### config.mk
export PLATFORM = sky130hd
export DESIGN_NAME = setclr_irq_ctrl
export DESIGN_NICKNAME = d
export VERILOG_FILES = /design/src/rtl/setclr_irq_pkg.sv /design/src/rtl/irq_mask_bank.sv /design/src/rtl/irq_reg_read.sv /design/src/rtl/irq_line_merge.sv /design/src/rtl/setclr_irq_ctrl.sv
export SDC_FILE = /design/constraint.sdc
export NUM_CORES = 1
export LEC_CHECK = 0
export BUFFER_PORTS_ARGS = -buffer_cell sky130_fd_sc_hd__buf_2
export CAP_MARGIN = 40
export CELL_PAD_IN_SITES_DETAIL_PLACEMENT = 1
export CELL_PAD_IN_SITES_GLOBAL_PLACEMENT = 2
export CORE_ASPECT_RATIO = 1.5
export CORE_MARGIN = 4
export CORE_UTILIZATION = 15
export DETAILED_ROUTE_END_ITERATION = 10
export MAX_ROUTING_LAYER = met4
export PLACE_DENSITY_LB_ADDON = 0.25
export SYNTH_ARGS = -nofsm -noshare
export SYNTH_HDL_FRONTEND = slang
export SYNTH_SLANG_ARGS = --single-unit
### constraint.sdc
create_clock -name clk -period 1.1 [get_ports clk]
set_clock_uncertainty 0.15 [all_clocks]
set_input_delay 0.22 -clock clk [delete_from_list [all_inputs] [get_ports clk]]
set_output_delay 0.22 -clock clk [all_outputs]
set_load 0.01 [all_outputs]
### src/rtl/setclr_irq_pkg.sv
package setclr_irq_pkg;

   // Location select, taken from byte address bits 3:2
   typedef enum logic [1:0] {
      LOC_SRC_STAT = 2'd0,
      LOC_REQ_STAT = 2'd1,
      LOC_EN_SET   = 2'd2,
      LOC_EN_CLR   = 2'd3
   } irq_loc_e;

   localparam int unsigned LOC_LSB = 2;
   localparam int unsigned LOC_MSB = 3;

endpackage

### src/rtl/irq_mask_bank.sv
module irq_mask_bank #(
   parameter int unsigned NUM_SRC = 8
) (
   input  logic               clk,
   input  logic               rst_n,
   input  logic               set_we,
   input  logic               clr_we,
   input  logic [NUM_SRC-1:0] wbits,
   output logic [NUM_SRC-1:0] mask_o
);

   generate
      if (NUM_SRC < 1) begin : g_bad_width
         $error("irq_mask_bank: NUM_SRC must be at least 1");
      end
   endgenerate

   // One storage flop per slice; set and clear never coincide (decoded apart)
   generate
      for (genvar i = 0; i < NUM_SRC; i++) begin : g_slice
         logic en_q;
         always_ff @(posedge clk or negedge rst_n) begin
            if (!rst_n) begin
               en_q <= 1'b0;
            end else if (set_we && wbits[i]) begin
               en_q <= 1'b1;
            end else if (clr_we && wbits[i]) begin
               en_q <= 1'b0;
            end
         end
         assign mask_o[i] = en_q;
      end
   endgenerate

   // marked bits become 1, unmarked bits keep their value
   p_set_r4: assert property (@(posedge clk) disable iff (!rst_n)
      set_we |=> ((mask_o & $past(wbits)) == $past(wbits)) &&
                 ((mask_o & ~$past(wbits)) == ($past(mask_o) & ~$past(wbits))));

   // marked bits become 0, unmarked bits keep their value
   p_clr_r5: assert property (@(posedge clk) disable iff (!rst_n)
      clr_we |=> ((mask_o & $past(wbits)) == '0) &&
                 ((mask_o & ~$past(wbits)) == ($past(mask_o) & ~$past(wbits))));

   // without a mask write the mask holds
   p_hold_r7: assert property (@(posedge clk) disable iff (!rst_n)
      !(set_we || clr_we) |=> mask_o == $past(mask_o));

endmodule

### src/rtl/irq_reg_read.sv
module irq_reg_read
   import setclr_irq_pkg::*;
#(
   parameter int unsigned NUM_SRC = 8,
   parameter int unsigned DATA_W  = 32
) (
   input  irq_loc_e           loc,
   input  logic [NUM_SRC-1:0] src,
   input  logic [NUM_SRC-1:0] req,
   input  logic [NUM_SRC-1:0] mask,
   output logic [DATA_W-1:0]  rdata_o
);

   generate
      if (NUM_SRC > DATA_W) begin : g_bad_width
         $error("irq_reg_read: NUM_SRC must not exceed DATA_W");
      end
   endgenerate

   logic [NUM_SRC-1:0] pick;

   always_comb begin
      unique case (loc)
         LOC_SRC_STAT: pick = src;
         LOC_REQ_STAT: pick = req;
         default:      pick = mask;
      endcase
   end

   // Zero-extend; a full-width instance needs no padding
   generate
      if (NUM_SRC == DATA_W) begin : g_full
         assign rdata_o = pick;
      end else begin : g_pad
         assign rdata_o = {{(DATA_W - NUM_SRC){1'b0}}, pick};
      end
   endgenerate

endmodule

### src/rtl/irq_line_merge.sv
module irq_line_merge #(
   parameter int unsigned NUM_SRC = 8
) (
   input  logic               clk,
   input  logic               rst_n,
   input  logic [NUM_SRC-1:0] req_i,
   output logic               irq_n_o
);

   logic any_req;

   // A single slice needs no reduction
   generate
      if (NUM_SRC == 1) begin : g_single
         assign any_req = req_i[0];
      end else begin : g_multi
         assign any_req = |req_i;
      end
   endgenerate

   always_ff @(posedge clk or negedge rst_n) begin
      if (!rst_n) begin
         irq_n_o <= 1'b1;
      end else begin
         irq_n_o <= ~any_req;
      end
   end

endmodule

### src/rtl/setclr_irq_ctrl.sv
module setclr_irq_ctrl
   import setclr_irq_pkg::*;
#(
   parameter int unsigned NUM_SRC = 8,
   parameter int unsigned DATA_W  = 32,
   parameter int unsigned ADDR_W  = 4
) (
   input  logic               clk,
   input  logic               rst_n,
   input  logic [NUM_SRC-1:0] src_i,
   input  logic [ADDR_W-1:0]  addr_i,
   input  logic               wr_en_i,
   input  logic [DATA_W-1:0]  wdata_i,
   output logic [DATA_W-1:0]  rdata_o,
   output logic               irq_n_o
);

   generate
      if (ADDR_W <= LOC_MSB) begin : g_bad_addr
         $error("setclr_irq_ctrl: ADDR_W must be at least 4");
      end
      if (NUM_SRC < 1 || NUM_SRC > DATA_W) begin : g_bad_src
         $error("setclr_irq_ctrl: NUM_SRC must be in 1..DATA_W");
      end
   endgenerate

   irq_loc_e           loc;
   logic               set_we;
   logic               clr_we;
   logic [NUM_SRC-1:0] mask;
   logic [NUM_SRC-1:0] req;

   assign loc    = irq_loc_e'(addr_i[LOC_MSB:LOC_LSB]);
   assign set_we = wr_en_i && (loc == LOC_EN_SET);
   assign clr_we = wr_en_i && (loc == LOC_EN_CLR);

   // Per-slice gating of source by enable
   generate
      for (genvar i = 0; i < NUM_SRC; i++) begin : g_gate
         assign req[i] = src_i[i] & mask[i];
      end
   endgenerate

   irq_mask_bank #(.NUM_SRC(NUM_SRC)) u_bank (
      .clk    (clk),
      .rst_n  (rst_n),
      .set_we (set_we),
      .clr_we (clr_we),
      .wbits  (wdata_i[NUM_SRC-1:0]),
      .mask_o (mask)
   );

   irq_reg_read #(.NUM_SRC(NUM_SRC), .DATA_W(DATA_W)) u_read (
      .loc     (loc),
      .src     (src_i),
      .req     (req),
      .mask    (mask),
      .rdata_o (rdata_o)
   );

   irq_line_merge #(.NUM_SRC(NUM_SRC)) u_merge (
      .clk     (clk),
      .rst_n   (rst_n),
      .req_i   (req),
      .irq_n_o (irq_n_o)
   );

   // line follows the sampled sources and mask one clock later
   p_line_r6: assert property (@(posedge clk) disable iff (!rst_n)
      1'b1 |=> irq_n_o == ~|($past(src_i) & $past(mask)));

   // no active source can produce a request
   p_quiet_r6: assert property (@(posedge clk) disable iff (!rst_n)
      (src_i == '0) |=> irq_n_o);

   // writes to read-only locations never reach the mask
   p_ro_write_r7: assert property (@(posedge clk) disable iff (!rst_n)
      (wr_en_i && (loc == LOC_SRC_STAT || loc == LOC_REQ_STAT)) |=> $stable(mask));

endmodule

==> metrics.md <==
| Metric | Value |
|---|---|
| Status | `finished with violations` |
| Failing checks | `setup timing` |
| Worst setup margin | `-0.179 ns` |
| Worst hold path class | `primary input to flip-flop` |
| Pleak | `approximately 0.45 nW` |
| Critical Path Fanout Max | `2` |
| Io pins | `80` |
| R2r setup slk | `-0.01 ns` |
| Synth warn | `0` |
| Core area | `roughly 4300 sq um` |
| DRT Wirelength | `2070 um` |
| Crit path arrival time | `0.91 ns` |
| Grt ovf | `0` |
| Routed WL per cell | `around 13 um` |
| Final hold slack | `0.0458 ns` |
| Iter 0 DRT Violations | `10` |
| IO buf count | `29` |
| Ant diodes | `0` |
| Fmax | `782 MHz` |
| Gate Count Post-Synth | `70` |
| Clock power frac | `a little under a third` |
| Logic pwr share | `a little over a third` |
| Synth Register Bits | `9` |
| Power Internal | `0.857 mW` |
| H-tree levels | `1` |
| CP Data Required Time | `between 0.7 and 0.8 ns` |
| Slew Limit Fails | `0` |
| Final worst-path cycle share | `116%` |
| Initial Utilization | `between 15 and 20%` |
| Vias/cell | `roughly 4.0` |
| MaxCap Viol Count | `0` |
| CP Capture Type | `primary output` |
| Sw Pwr | `approximately 0.37 mW` |
| Clock sink count | `9` |
| Seq pwr share | `~34%` |
| CTS tree | `done` |
| Fill count | `around 530` |
| Num rows | `29` |
| Pwr/cell area | `roughly 1300 nW/um^2` |
| Final Hold Fails | `0` |
| VDD IR-drop max | `around 280 uV` |
| Nets | `between 150 and 200` |
| DRT Pass-1 Iters | `3` |
| Die Ht | `between 90 and 100 um` |
| Residual DRC count | `0` |
| Post-DP HPWL | `1810 um` |
| Vias | `626` |
| Max clock buf depth | `2` |
| Clock root cell | `clkbuf_8` |
| First-pass GRT wire length | `about 3500 um` |
| Initial antenna violation count | `0` |
| Startpoint Class | `flip-flop` |
| Largest net degree at the start of global routing | `10` |
| Register area share after synthesis | `between 30% and 40%` |
| Number of distinct library cells after synthesis | `12` |
| Unrepaired setup endpoints after global routing | `yes` |
| Util after Layout | `a little over a fifth` |
| Post-route ant nets | `0` |
| Clock period minus worst slack | `between 1 and 1.5 ns` |
| Die ar. | `around 5700 sq um` |
| Global Route Usage Sum | `under 10%` |
| Synthesized area | `a little under 700 sq um` |
| Synthesis-to-layout area growth | `36.5%` |
| CTS buffer count | `3` |
| Layout cells sized above 1 | `between 40% and 50%` |
| Clock latency on the worst-skew pair | `0.23 ns` |
| Type of the worst setup path | `flip-flop to primary output` |
| Gpl congestion | `0.681` |
| Number of global-route vias before repair | `730` |
| Final setup viols | `10` |
| Avg Inst Size Synth | `approximately 9.7 sq um` |
| Sw Share | `between 30% and 40%` |
| Setup TNS | `-1.46 ns` |
| Die Span X | `63.0 um` |
| Clk slew on worst S/H paths | `approximately 0.040 ns` |
layout make-up:
type | instances | area, sq um | area share (%)
tap | 46 | 57.6 | 6.21
multi-input combinational | 55 | 339 | 36.6
clock buffer | 4 | 45.0 | 4.86
sequential | 9 | 226 | 24.4
timing repair buffer | 43 | 259 | 27.9
flip-flops by register name, indices dropped and copies added (netlist names):
name / flops
u_bank.g_slice.en_q: 8
u_merge.irq_n_o: 1
per-layer routing:
| layer | track usage [%] | wire length [um] | vias up |
|---|---|---|---|
| met5 | - | 0 | - |
| met4 | 4.97 | 45 | 0 |
| met3 | 2.62 | 147 | 5 |
| met2 | 13.0 | 1030 | 32 |
| met1 | 8.40 | 844 | 292 |
| li1 | - | - | 297 |
cell usage in the layout, fill, tap and decap left out:
cell	count
dfrtp_1	8
buf_6	1
buf_4	13
clkbuf_8	3
a31oi_1	16
dfstp_2	1
and4_1	1
a22oi_2	4
conb_1	24
nor2_4	1
dlygate4sd3_1	1
o22a_1	8
and2_4	1
clkbuf_1	1
buf_2	28
final timing paths:
path                                   startpoint                endpoint  cells past startpoint
max in group asynchronous                   rst_n         u_merge.irq_n_o                      2
min reg2reg                u_bank.g_slice[3].en_q         u_merge.irq_n_o                      3
max                        u_bank.g_slice[7].en_q              rdata_o[7]                      2
max reg2reg                u_bank.g_slice[7].en_q         u_merge.irq_n_o                      3
min in group asynchronous                   rst_n  u_bank.g_slice[0].en_q                      2
min                                    wdata_i[0]  u_bank.g_slice[0].en_q                      2
critical path: stages, from the launching register on:
cell and delay, ns:
dfrtp_1 0.38, o22a_1 0.16, buf_2 0.14
metrics by stage:
stage	power (mW)	cells	area [sq um]	setup slack, ns
3_3_place_gp	0.758	144	786	-0.130
6_report	1.23	157	927	-0.179
5_1_grt	1.32	157	927	-0.242
4_1_cts	1.25	157	922	-0.199
3_5_place_dp	0.770	144	786	-0.140
2_1_floorplan	0.689	93	766	-0.0133
power by group through the flow:
stage	clock [mW]	sequential (mW)	combinational (mW)
2_1_floorplan	0	0.422	0.266
3_3_place_gp	0	0.438	0.320
3_5_place_dp	0	0.443	0.327
4_1_cts	0.386	0.415	0.447
5_1_grt	0.400	0.425	0.498
6_report	0.371	0.416	0.445
repair_timing:
item | in CTS | in global routing
hold endpoints to repair | 9 | 0
hold buffers | 1 | 0
setup endpoints to repair | 9 | 10
setup buffers | 8 | 0
pin swaps | 2 | 2
gates resized for setup | 4 | 1
logic make-up (layout without fill, tap and decap cells):
| kind of cell | Yosys count | count (layout) | synth area share (%) |
|---|---|---|---|
| AO/OA/AOI/OAI | 28 | 28 | 29.5 |
| buffers and inverters | 29 | 47 | 32.4 |
| flip-flops | 9 | 9 | 33.3 |
| other | 1 | 24 | 0.552 |
| AND/OR/NAND/NOR | 3 | 3 | 4.24 |
Yosys cell counts:
| master | n | share of area [%] |
|---|---|---|
| buf_2 | 2 | 1.5 |
| nor2_4 | 1 | 1.7 |
| dfstp_2 | 1 | 3.9 |
| a31oi_1 | 16 | 15 |
| a22oi_1 | 4 | 4.4 |
| o22a_1 | 8 | 10 |
| buf_6 | 2 | 3.3 |
| conb_1 | 1 | 0.55 |
| and2_4 | 1 | 1.3 |
| buf_4 | 25 | 28 |
| and4_1 | 1 | 1.3 |
| dfrtp_1 | 8 | 29 |
Power figures use the tool's default switching activity.
